`src/rtl/vcr_pkg.sv`:
```
package vcr_pkg;

    localparam int CFG_W = 5;

    typedef struct packed {
        logic own_sa;
        logic own_vra;
        logic own_cra;
        logic cra_en;
        logic own_cmd;
    } chan_flags_t;

    localparam logic [2:0] FLD_CFG  = 3'd0;
    localparam logic [2:0] FLD_SA   = 3'd1;
    localparam logic [2:0] FLD_VRA  = 3'd2;
    localparam logic [2:0] FLD_CRA  = 3'd3;
    localparam logic [2:0] FLD_CMDV = 3'd4;
    localparam logic [2:0] FLD_AUTO = 3'd5;

    function automatic chan_flags_t decode_cfg(input logic [CFG_W-1:0] raw,
                                               input logic permuted);
        chan_flags_t f;
        f.own_sa = raw[0];
        if (permuted) begin
            f.own_cmd = raw[1];
            f.own_vra = raw[2];
            f.own_cra = raw[3];
            f.cra_en  = raw[4];
        end else begin
            f.own_vra = raw[1];
            f.own_cra = raw[2];
            f.cra_en  = raw[3];
            f.own_cmd = raw[4];
        end
        return f;
    endfunction

    function automatic logic [CFG_W-1:0] writable_mask(input logic is_default,
                                                       input logic permuted);
        if (!is_default)
            return {CFG_W{1'b1}};
        else if (permuted)
            return 5'b10000;
        else
            return 5'b01000;
    endfunction

endpackage

```
`src/rtl/vcr_reg_bank.sv`:
```
module vcr_reg_bank
    import vcr_pkg::*;
#(
    parameter int NUM_CH = 5,
    parameter int CH_W = 3,
    parameter int SA_W = 7,
    parameter int RA_W = 8,
    parameter int VS_W = 8,
    parameter int DEF_CH = 0,
    parameter int PERM_CH = 1,
    parameter logic [4*NUM_CH-1:0] AT_SUPPORT = '1,
    localparam int WD_W = 4*VS_W
) (
    input  logic                          clk,
    input  logic                          rst_n,
    input  logic                          wr_en,
    input  logic [CH_W-1:0]               wr_ch,
    input  logic [2:0]                    wr_field,
    input  logic [WD_W-1:0]               wr_data,
    input  logic [CH_W-1:0]               rd_ch,
    input  logic [2:0]                    rd_field,
    output logic [WD_W-1:0]               rd_data,
    output chan_flags_t [NUM_CH-1:0]      flags_o,
    output logic [NUM_CH-1:0][SA_W-1:0]   sa_o,
    output logic [NUM_CH-1:0][RA_W-1:0]   vra_o,
    output logic [NUM_CH-1:0][RA_W-1:0]   cra_o,
    output logic [NUM_CH-1:0][WD_W-1:0]   cmdv_o
);

    localparam logic [CH_W:0] NUM_CH_L = (CH_W+1)'(NUM_CH);

    logic [NUM_CH-1:0][CFG_W-1:0] cfg_all;
    logic [NUM_CH-1:0][1:0]       auto_all;

    for (genvar i = 0; i < NUM_CH; i++) begin : g_ch
        localparam logic IS_PERM = (i == PERM_CH);
        localparam logic IS_DEF  = (i == DEF_CH);
        localparam logic [CFG_W-1:0] WMASK = writable_mask(IS_DEF, IS_PERM);

        logic [CFG_W-1:0] cfg_q;
        logic [SA_W-1:0]  sa_q;
        logic [RA_W-1:0]  vra_q;
        logic [RA_W-1:0]  cra_q;
        logic [WD_W-1:0]  cmdv_q;
        logic [1:0]       auto_q;
        logic             hit;
        logic             auto_ok;

        assign hit     = wr_en && (wr_ch == CH_W'(i));
        assign auto_ok = (wr_data[1:0] == 2'd0) || AT_SUPPORT[4*i + int'(wr_data[1:0])];

        always_ff @(posedge clk or negedge rst_n) begin
            if (!rst_n) begin
                cfg_q  <= '0;
                sa_q   <= '0;
                vra_q  <= '0;
                cra_q  <= '0;
                cmdv_q <= '0;
                auto_q <= '0;
            end else if (hit) begin
                case (wr_field)
                    FLD_CFG:  cfg_q  <= wr_data[CFG_W-1:0] & WMASK;
                    FLD_SA:   sa_q   <= wr_data[SA_W-1:0];
                    FLD_VRA:  vra_q  <= wr_data[RA_W-1:0];
                    FLD_CRA:  cra_q  <= wr_data[RA_W-1:0];
                    FLD_CMDV: cmdv_q <= wr_data;
                    FLD_AUTO: if (auto_ok) auto_q <= wr_data[1:0];
                    default:  ;
                endcase
            end
        end

        assign cfg_all[i]  = cfg_q;
        assign auto_all[i] = auto_q;
        assign flags_o[i]  = decode_cfg(cfg_q, IS_PERM);
        assign sa_o[i]     = sa_q;
        assign vra_o[i]    = vra_q;
        assign cra_o[i]    = cra_q;
        assign cmdv_o[i]   = cmdv_q;
    end

    always_comb begin
        rd_data = '0;
        if ({1'b0, rd_ch} < NUM_CH_L) begin
            case (rd_field)
                FLD_CFG:  rd_data = WD_W'(cfg_all[rd_ch]);
                FLD_SA:   rd_data = WD_W'(sa_o[rd_ch]);
                FLD_VRA:  rd_data = WD_W'(vra_o[rd_ch]);
                FLD_CRA:  rd_data = WD_W'(cra_o[rd_ch]);
                FLD_CMDV: rd_data = cmdv_o[rd_ch];
                FLD_AUTO: rd_data = WD_W'(auto_all[rd_ch]);
                default:  rd_data = '0;
            endcase
        end
    end

endmodule

```
`src/rtl/vcr_resolve.sv`:
```
module vcr_resolve
    import vcr_pkg::*;
#(
    parameter int NUM_CH = 5,
    parameter int CH_W = 3,
    parameter int SA_W = 7,
    parameter int RA_W = 8,
    parameter int VS_W = 8,
    parameter int DEF_CH = 0,
    localparam int WD_W = 4*VS_W
) (
    input  logic [CH_W-1:0]               req_ch,
    input  logic [1:0]                    req_state,
    input  chan_flags_t [NUM_CH-1:0]      flags_i,
    input  logic [NUM_CH-1:0][SA_W-1:0]   sa_i,
    input  logic [NUM_CH-1:0][RA_W-1:0]   vra_i,
    input  logic [NUM_CH-1:0][RA_W-1:0]   cra_i,
    input  logic [NUM_CH-1:0][WD_W-1:0]   cmdv_i,
    output logic                          in_range,
    output logic [SA_W-1:0]               res_sa,
    output logic [RA_W-1:0]               res_vra,
    output logic [RA_W-1:0]               res_cra,
    output logic [RA_W-1:0]               res_addr,
    output logic [VS_W-1:0]               res_vsel
);

    localparam logic [CH_W:0]   NUM_CH_L = (CH_W+1)'(NUM_CH);
    localparam logic [CH_W-1:0] DEF_IDX  = CH_W'(DEF_CH);

    logic [CH_W-1:0] eff_ch;
    chan_flags_t     fl;
    logic [WD_W-1:0] cmd_word;

    assign in_range = ({1'b0, req_ch} < NUM_CH_L);
    assign eff_ch   = in_range ? req_ch : DEF_IDX;
    assign fl       = flags_i[eff_ch];

    assign res_sa   = fl.own_sa  ? sa_i[eff_ch]  : sa_i[DEF_IDX];
    assign res_vra  = fl.own_vra ? vra_i[eff_ch] : vra_i[DEF_IDX];
    assign res_cra  = fl.own_cra ? cra_i[eff_ch] : cra_i[DEF_IDX];
    assign cmd_word = fl.own_cmd ? cmdv_i[eff_ch] : cmdv_i[DEF_IDX];
    assign res_addr = fl.cra_en  ? res_cra : res_vra;
    assign res_vsel = cmd_word[int'(req_state)*VS_W +: VS_W];

endmodule

```
`src/rtl/vcr_seq.sv`:
```
module vcr_seq #(
    parameter int CH_W = 3,
    parameter int SA_W = 7,
    parameter int RA_W = 8,
    parameter int VS_W = 8
) (
    input  logic             clk,
    input  logic             rst_n,
    input  logic             req_valid,
    input  logic             in_range,
    input  logic [CH_W-1:0]  req_ch,
    input  logic [SA_W-1:0]  res_sa,
    input  logic [RA_W-1:0]  res_vra,
    input  logic [RA_W-1:0]  res_cra,
    input  logic [RA_W-1:0]  res_addr,
    input  logic [VS_W-1:0]  res_vsel,
    output logic             desc_valid,
    output logic             req_err,
    output logic [CH_W-1:0]  desc_ch,
    output logic [SA_W-1:0]  desc_sa,
    output logic [RA_W-1:0]  desc_vreg,
    output logic [RA_W-1:0]  desc_creg,
    output logic [RA_W-1:0]  desc_addr,
    output logic [VS_W-1:0]  desc_vsel
);

    typedef enum logic [1:0] {
        ST_IDLE  = 2'd0,
        ST_EMIT  = 2'd1,
        ST_FAULT = 2'd2
    } seq_state_e;

    seq_state_e state_q, state_d;
    logic       accept;

    assign accept = req_valid && in_range;

    always_comb begin
        state_d = ST_IDLE;
        unique case (state_q)
            ST_IDLE, ST_EMIT, ST_FAULT: begin
                if (accept)         state_d = ST_EMIT;
                else if (req_valid) state_d = ST_FAULT;
                else                state_d = ST_IDLE;
            end
            default: state_d = ST_IDLE;
        endcase
    end

    always_ff @(posedge clk or negedge rst_n) begin
        if (!rst_n) state_q <= ST_IDLE;
        else        state_q <= state_d;
    end

    always_ff @(posedge clk or negedge rst_n) begin
        if (!rst_n) begin
            desc_ch   <= '0;
            desc_sa   <= '0;
            desc_vreg <= '0;
            desc_creg <= '0;
            desc_addr <= '0;
            desc_vsel <= '0;
        end else if (accept) begin
            desc_ch   <= req_ch;
            desc_sa   <= res_sa;
            desc_vreg <= res_vra;
            desc_creg <= res_cra;
            desc_addr <= res_addr;
            desc_vsel <= res_vsel;
        end
    end

    always_comb begin
        desc_valid = 1'b0;
        req_err    = 1'b0;
        unique case (state_q)
            ST_IDLE:  ;
            ST_EMIT:  desc_valid = 1'b1;
            ST_FAULT: req_err    = 1'b1;
            default:  ;
        endcase
    end

endmodule

```
`src/rtl/vchan_resolver.sv`:
```
module vchan_resolver
    import vcr_pkg::*;
#(
    parameter int NUM_CH = 5,
    parameter int DEF_CH = 0,
    parameter int PERM_CH = 1,
    parameter int SA_W = 7,
    parameter int RA_W = 8,
    parameter int VS_W = 8,
    parameter logic [4*NUM_CH-1:0] AT_SUPPORT = 20'hFD7FF,
    localparam int CH_W = (NUM_CH > 1) ? $clog2(NUM_CH) : 1,
    localparam int WD_W = 4*VS_W
) (
    input  logic             clk,
    input  logic             rst_n,
    input  logic             wr_en,
    input  logic [CH_W-1:0]  wr_ch,
    input  logic [2:0]       wr_field,
    input  logic [WD_W-1:0]  wr_data,
    input  logic [CH_W-1:0]  rd_ch,
    input  logic [2:0]       rd_field,
    output logic [WD_W-1:0]  rd_data,
    input  logic             req_valid,
    input  logic [CH_W-1:0]  req_ch,
    input  logic [1:0]       req_state,
    output logic             desc_valid,
    output logic             req_err,
    output logic [CH_W-1:0]  desc_ch,
    output logic [SA_W-1:0]  desc_sa,
    output logic [RA_W-1:0]  desc_vreg,
    output logic [RA_W-1:0]  desc_creg,
    output logic [RA_W-1:0]  desc_addr,
    output logic [VS_W-1:0]  desc_vsel
);

    chan_flags_t [NUM_CH-1:0]    flags;
    logic [NUM_CH-1:0][SA_W-1:0] sa_all;
    logic [NUM_CH-1:0][RA_W-1:0] vra_all;
    logic [NUM_CH-1:0][RA_W-1:0] cra_all;
    logic [NUM_CH-1:0][WD_W-1:0] cmdv_all;

    logic            in_range;
    logic [SA_W-1:0] res_sa;
    logic [RA_W-1:0] res_vra;
    logic [RA_W-1:0] res_cra;
    logic [RA_W-1:0] res_addr;
    logic [VS_W-1:0] res_vsel;

    vcr_reg_bank #(
        .NUM_CH(NUM_CH), .CH_W(CH_W), .SA_W(SA_W), .RA_W(RA_W), .VS_W(VS_W),
        .DEF_CH(DEF_CH), .PERM_CH(PERM_CH), .AT_SUPPORT(AT_SUPPORT)
    ) u_bank (
        .clk(clk), .rst_n(rst_n),
        .wr_en(wr_en), .wr_ch(wr_ch), .wr_field(wr_field), .wr_data(wr_data),
        .rd_ch(rd_ch), .rd_field(rd_field), .rd_data(rd_data),
        .flags_o(flags), .sa_o(sa_all), .vra_o(vra_all), .cra_o(cra_all),
        .cmdv_o(cmdv_all)
    );

    vcr_resolve #(
        .NUM_CH(NUM_CH), .CH_W(CH_W), .SA_W(SA_W), .RA_W(RA_W), .VS_W(VS_W),
        .DEF_CH(DEF_CH)
    ) u_resolve (
        .req_ch(req_ch), .req_state(req_state),
        .flags_i(flags), .sa_i(sa_all), .vra_i(vra_all), .cra_i(cra_all),
        .cmdv_i(cmdv_all),
        .in_range(in_range), .res_sa(res_sa), .res_vra(res_vra),
        .res_cra(res_cra), .res_addr(res_addr), .res_vsel(res_vsel)
    );

    vcr_seq #(
        .CH_W(CH_W), .SA_W(SA_W), .RA_W(RA_W), .VS_W(VS_W)
    ) u_seq (
        .clk(clk), .rst_n(rst_n),
        .req_valid(req_valid), .in_range(in_range), .req_ch(req_ch),
        .res_sa(res_sa), .res_vra(res_vra), .res_cra(res_cra),
        .res_addr(res_addr), .res_vsel(res_vsel),
        .desc_valid(desc_valid), .req_err(req_err), .desc_ch(desc_ch),
        .desc_sa(desc_sa), .desc_vreg(desc_vreg), .desc_creg(desc_creg),
        .desc_addr(desc_addr), .desc_vsel(desc_vsel)
    );

endmodule

```
`config.mk`:
```
export PLATFORM = sky130hd
export DESIGN_NAME = vchan_resolver
export DESIGN_NICKNAME = d
export VERILOG_FILES = /design/src/rtl/vcr_pkg.sv /design/src/rtl/vcr_reg_bank.sv /design/src/rtl/vcr_resolve.sv /design/src/rtl/vcr_seq.sv /design/src/rtl/vchan_resolver.sv
export SDC_FILE = /design/constraint.sdc
export NUM_CORES = 1
export LEC_CHECK = 0
export ABC_AREA = 1
export BUFFER_PORTS_ARGS = -buffer_cell sky130_fd_sc_hd__buf_2
export CAP_MARGIN = 15
export CORE_MARGIN = 2
export CORE_UTILIZATION = 40
export CTS_CLUSTER_DIAMETER = 150
export CTS_CLUSTER_SIZE = 16
export DETAILED_ROUTE_END_ITERATION = 8
export PLACE_DENSITY_LB_ADDON = 0.1
export SLEW_MARGIN = 30
export SYNTH_ARGS = -nofsm -noshare
export SYNTH_HDL_FRONTEND = slang
export SYNTH_SLANG_ARGS = --single-unit
```
`constraint.sdc`:
```
create_clock -name clk -period 2.86 [get_ports clk]
set_input_delay 0.286 -clock clk [delete_from_list [all_inputs] [get_ports clk]]
set_output_delay 0.286 -clock clk [all_outputs]
set_load 0.01 [all_outputs]
```
==> impl_summary.txt <==
----------------------------------------------------
[Power]
  Total power of the final layout ... 0.01197 W
  Switching share of power ... 0.3281
  Leak pwr ... 10.08 nW
  Part of the power in the clock network ... 0.282
  Part of the power in registers ... 0.513
  Portion of total power attributed to combinational logic ... 0.205
  Switching component of the power ... 0.003928 W
  Worst IR Drop VDD ... 0.0003994 V
  Power per cell area ... 563.9 mW/mm²
  Internal power summed over all cells ... 0.008046 W

[Clocking]
  Buffer depth of the longest clock path ... 3
  Clock slew seen by the registers of the worst setup and hold paths ... 0.07 ns
  Number of setup buffers added after CTS ... 0
  Number of buffers inserted during clock tree synthesis ... 25
  CTS sink count ... 350
  Master cell of the clock root buffer ... sky130_fd_sc_hd__clkbuf_16
  Clock insertion delay at the later pin of the skew report ... 0.57 ns
  CTS H-tree lvls ... 1
  Clock tree from TritonCTS ... yes

[Final layout]
  Register Area ... 0.008758 mm²
  Layout cells sized above 1 ... 0.1131
  Count of nets after finishing ... 2687
  Post-route insts no fill ... 3251
  Number of filler instances in the final layout ... 4840
  Synth-to-layout area growth ... 10.86%
  Area used by multi-input combinational logic ... 0.008536 mm²

[Floorplanning]
  Io pins ... 129
  Starting density of the core ... 0.4029
  Die Wd ... 222.8 µm
  Cell Rows ... 80
  Core area ... 0.04755 mm²
  Floorplan die area ... 0.04966 mm²
  DIE HEIGHT ... 222.8 µm

[Setup path]
  Maximum single-stage delay on the critical path ... 0.38 ns
  Required time of the critical path ... 2.57 ns
  Peak fanout along the critical path ... 21
  Data arrival time of the worst path ... 2.30 ns
  Critical path startpoint category ... input port
  Endpoint kind of the worst setup timing path ... output pin
  Slack of the worst reg-to-reg path ... 0.95 ns
  Cell class contributing the biggest share of worst-path delay ... buffers and inverters
  Worst-path cell with the longest stage delay ... sky130_fd_sc_hd__buf_2
  Critical path start-end classification ... in2out
  Series of cell instances along the critical path ... buf_2, inv_2, nand2_1, inv_2, a21oi_1, o21ai_0, a21oi_1, nand4_1, buf_2
  Buffering stage count on the worst path with inverters included ... 4
  Capture instance of the worst register-to-register path ... u_seq.desc_vsel[1]$_DFFE_PN0P_
  Worst reg2reg path depth ... 12
  Start of the worst register-to-register path ... u_bank.g_ch[2].cfg_q[4]$_DFFE_PN0P_

[GRT]
  Overall overflow remaining after global route ... 0
  First-pass GRT wire length ... 106.2 mm
  Maximum number of pins on one net before global-route repair ... 82
  Global-route total usage across every layer ... 0.2761
  Via count of the first global-routing pass ... 17420
  Initial antenna violation count ... 2

[Timing]
  Final WS setup ... 0.2779 ns
  Maximum clock frequency ... 0.3873 GHz
  Final hold violation count ... 0
  Setup repair after global routing missed its margin ... no
  Setup TNS Final ... 0 ns
  Final setup violation count ... 0
  Final period util ... 0.9028
  Number of max-slew violations in the final report ... 0
  Worst clock skew ... 0.01203 ns
  Minimum clock period after layout ... 2.582 ns
  Tightest slew margin relative to the limit ... 0.3980
  Tightest Pin Transition ... 0.9021 ns

[Min path]
  Hold crit path type ... in2reg
  Worst hold path startpoint ... wr_data[18]
  Min-Delay Endpoint ... u_bank.g_ch[4].cmdv_q[18]$_DFFE_PN0P_
  Cell count of the worst hold path ... 3

[Synth]
  Number of synthesized flops with an enable pin ... 0
  Primary FF master, synth ... sky130_fd_sc_hd__dfrtp_1
  Leading post-synthesis cells by instance count ... 658 x sky130_fd_sc_hd__nand2_1, 437 x sky130_fd_sc_hd__o21ai_0, 350 x sky130_fd_sc_hd__dfrtp_1, 276 x sky130_fd_sc_hd__inv_1, 199 x sky130_fd_sc_hd__nand3_1
  Combinational family with the most area after synthesis ... simple AND/OR/NAND/NOR gates
  Cell types occupying the most area after synthesis ... sky130_fd_sc_hd__dfrtp_1 46%, sky130_fd_sc_hd__nand2_1 13%, sky130_fd_sc_hd__o21ai_0 11%, sky130_fd_sc_hd__inv_1 5.4%, sky130_fd_sc_hd__nand3_1 5.2%
  Most instantiated library cell after synthesis ... sky130_fd_sc_hd__nand2_1
  Post-synth top area share ... 0.4572
  Simple-Gate Fraction of Synth Area ... 0.2250
  Cell area after synthesis ... 0.01916 mm²
  Synth warnings ... 0
  Cell count after synthesis ... 2582
  Multiplexer area fraction after synthesis ... 0
  Complex-gate fraction of the synthesized area ... 0.2191
  Synthesized-area fraction occupied by adder cells ... 0
  Total of flip-flops plus latches after synthesis ... 350
  Sequential area share after synthesis ... 0.4572
  Average cell area after synthesis ... 7.419 µm²
  Synth unique cells ... 38
  Parity-gate share of the synthesized area counting xor and xnor cells ... 0
  Net count after synthesis ... 2635
  Yosys top cell by area ... sky130_fd_sc_hd__dfrtp_1
  Asr flop ratio synth ... 1.000

[Place]
  Post-placement setup slack ... 0.3351 ns
  Placed insts ... 3220
  RD Place Congestion ... 0.8738
  Number of port buffers ... 128
  Detailed placer's ending HPWL ... 44.66 mm

[Outcome]
  Run status ... completed

[Flow run]
  # Max-Cap Violations ... 0

[Route]
  Wirelength, routed ... 68.76 mm
  Antenna violation net count after detailed routing ... 0
  Drt first pass iters ... 5
  Starting DRT DRC Count ... 1932
  Final routed wire length divided by cell count ... 21.15 µm
  Detailed-route vias per instance ... 5.639
  Via count ... 18330
  Count of unresolved DRC violations after routing ... 0

----------------------------------------------------
power by group through the flow:
stage | combinational [W] | clock [W] | sequential, W
final | 0.00245 | 0.00337 | 0.00615
after global routing | 0.00279 | 0.00364 | 0.00623
after CTS | 0.00245 | 0.00345 | 0.00613
after detailed placement | 0.00245 | 0 | 0.00623
after global placement | 0.00241 | 0 | 0.00622
after floorplan | 0.00157 | 0 | 0.00608
registers in the layout, summed over array words and instances (netlist names):
signal and count:
u_bank.g_ch.auto_q 10, u_bank.g_ch.cfg_q 21, u_bank.g_ch.cra_q 40, u_bank.g_ch.cmdv_q 160, u_seq.desc_vsel 8, u_seq.desc_addr 8, u_seq.desc_vreg 8, u_seq.state_q 2
u_seq.desc_creg 8, u_bank.g_ch.sa_q 35, u_bank.g_ch.vra_q 40, u_seq.desc_ch 3, u_seq.desc_sa 7
metal layers:
metal	vias to the layer above	part of all wire	track usage
li1	8680	-	-
met1	8845	0.47	0.4160
met2	704	0.43	0.4110
met3	104	0.071	0.04179
met4	0	0.024	0.07534
met5	-	0	0
area by class of cell:
type,instances,area share
flip-flops and latches,350,0.4124
multi-input cells,1760,0.4019
repair buffers,209,0.06775
inverters,288,0.05090
well taps,615,0.03623
clock buffers,26,0.03011
clock inverters,1,0.0004124
diodes,2,0.0002357
worst max-delay path by stage:
| stage | to | startpoint | cells past startpoint |
|---|---|---|---|
| floorplan | rd_data[31] | rd_ch[0] | 7 |
| global placement | rd_data[4] | rd_ch[1] | 9 |
| detailed placement | rd_data[4] | rd_ch[1] | 9 |
| CTS | rd_data[4] | rd_ch[1] | 9 |
| global route | rd_data[4] | rd_ch[1] | 9 |
| finish | rd_data[4] | rd_ch[1] | 9 |
worst min-delay path: cells and delay by family:
kind	cells	cell delay, ns
buffers and inverters	2	0.13
AOI/OAI and AO/OA	1	0.15
stage by stage:
stage          hold WS (ns)  instance area (µm²)    util
2_1_floorplan     -0.009591                19160       -
3_3_place_gp         0.3137                20560  0.4325
3_5_place_dp         0.3122                20560  0.4325
4_1_cts             0.02254                21230  0.4466
5_1_grt             0.04882                21230  0.4466
6_report            0.03562                21240  0.4467
kinds of logic (layout without fill, tap and decap cells):
| group | Yosys count | count (layout) |
|---|---|---|
| AND/OR/NAND/NOR | 1006 | 1006 |
| AO/OA/AOI/OAI | 754 | 754 |
| buffers and inverters | 472 | 524 |
| flip-flops | 350 | 350 |
| other | 0 | 2 |
repair_timing:
action	4_1_cts	5_1_grt
endpoints found under the hold margin	58	0
hold buffers	2	0
resized for setup	0	0
cell usage in the layout, fill, tap and decap left out, types with 2 or more instances in the layout:
cell type / instances
sky130_fd_sc_hd__or2_0: 2
sky130_fd_sc_hd__o21ai_1: 4
sky130_fd_sc_hd__inv_2: 13
sky130_fd_sc_hd__nor2_1: 57
sky130_fd_sc_hd__buf_12: 14
sky130_fd_sc_hd__a31oi_1: 21
sky130_fd_sc_hd__o21ai_0: 437
sky130_fd_sc_hd__or2_2: 27
sky130_fd_sc_hd__o31ai_1: 2
sky130_fd_sc_hd__a211oi_1: 3
sky130_fd_sc_hd__nor2_4: 4
sky130_fd_sc_hd__nand3_1: 199
sky130_fd_sc_hd__a21oi_1: 164
sky130_fd_sc_hd__buf_4: 65
sky130_fd_sc_hd__nand2_2: 9
sky130_fd_sc_hd__nand2_1: 653
sky130_fd_sc_hd__o2111ai_1: 8
sky130_fd_sc_hd__nor4_4: 3
sky130_fd_sc_hd__buf_2: 127
sky130_fd_sc_hd__nor2_2: 4
sky130_fd_sc_hd__dfrtp_1: 350
sky130_fd_sc_hd__a221oi_1: 24
sky130_fd_sc_hd__dlygate4sd3_1: 2
sky130_fd_sc_hd__or2_1: 8
sky130_fd_sc_hd__o221ai_1: 19
sky130_fd_sc_hd__clkbuf_16: 25
sky130_fd_sc_hd__diode_2: 2
sky130_fd_sc_hd__nand4_1: 29
sky130_fd_sc_hd__inv_1: 274
sky130_fd_sc_hd__nor3_1: 9
sky130_fd_sc_hd__o211ai_1: 67
Note: power is estimated with default switching activity, not from simulation.
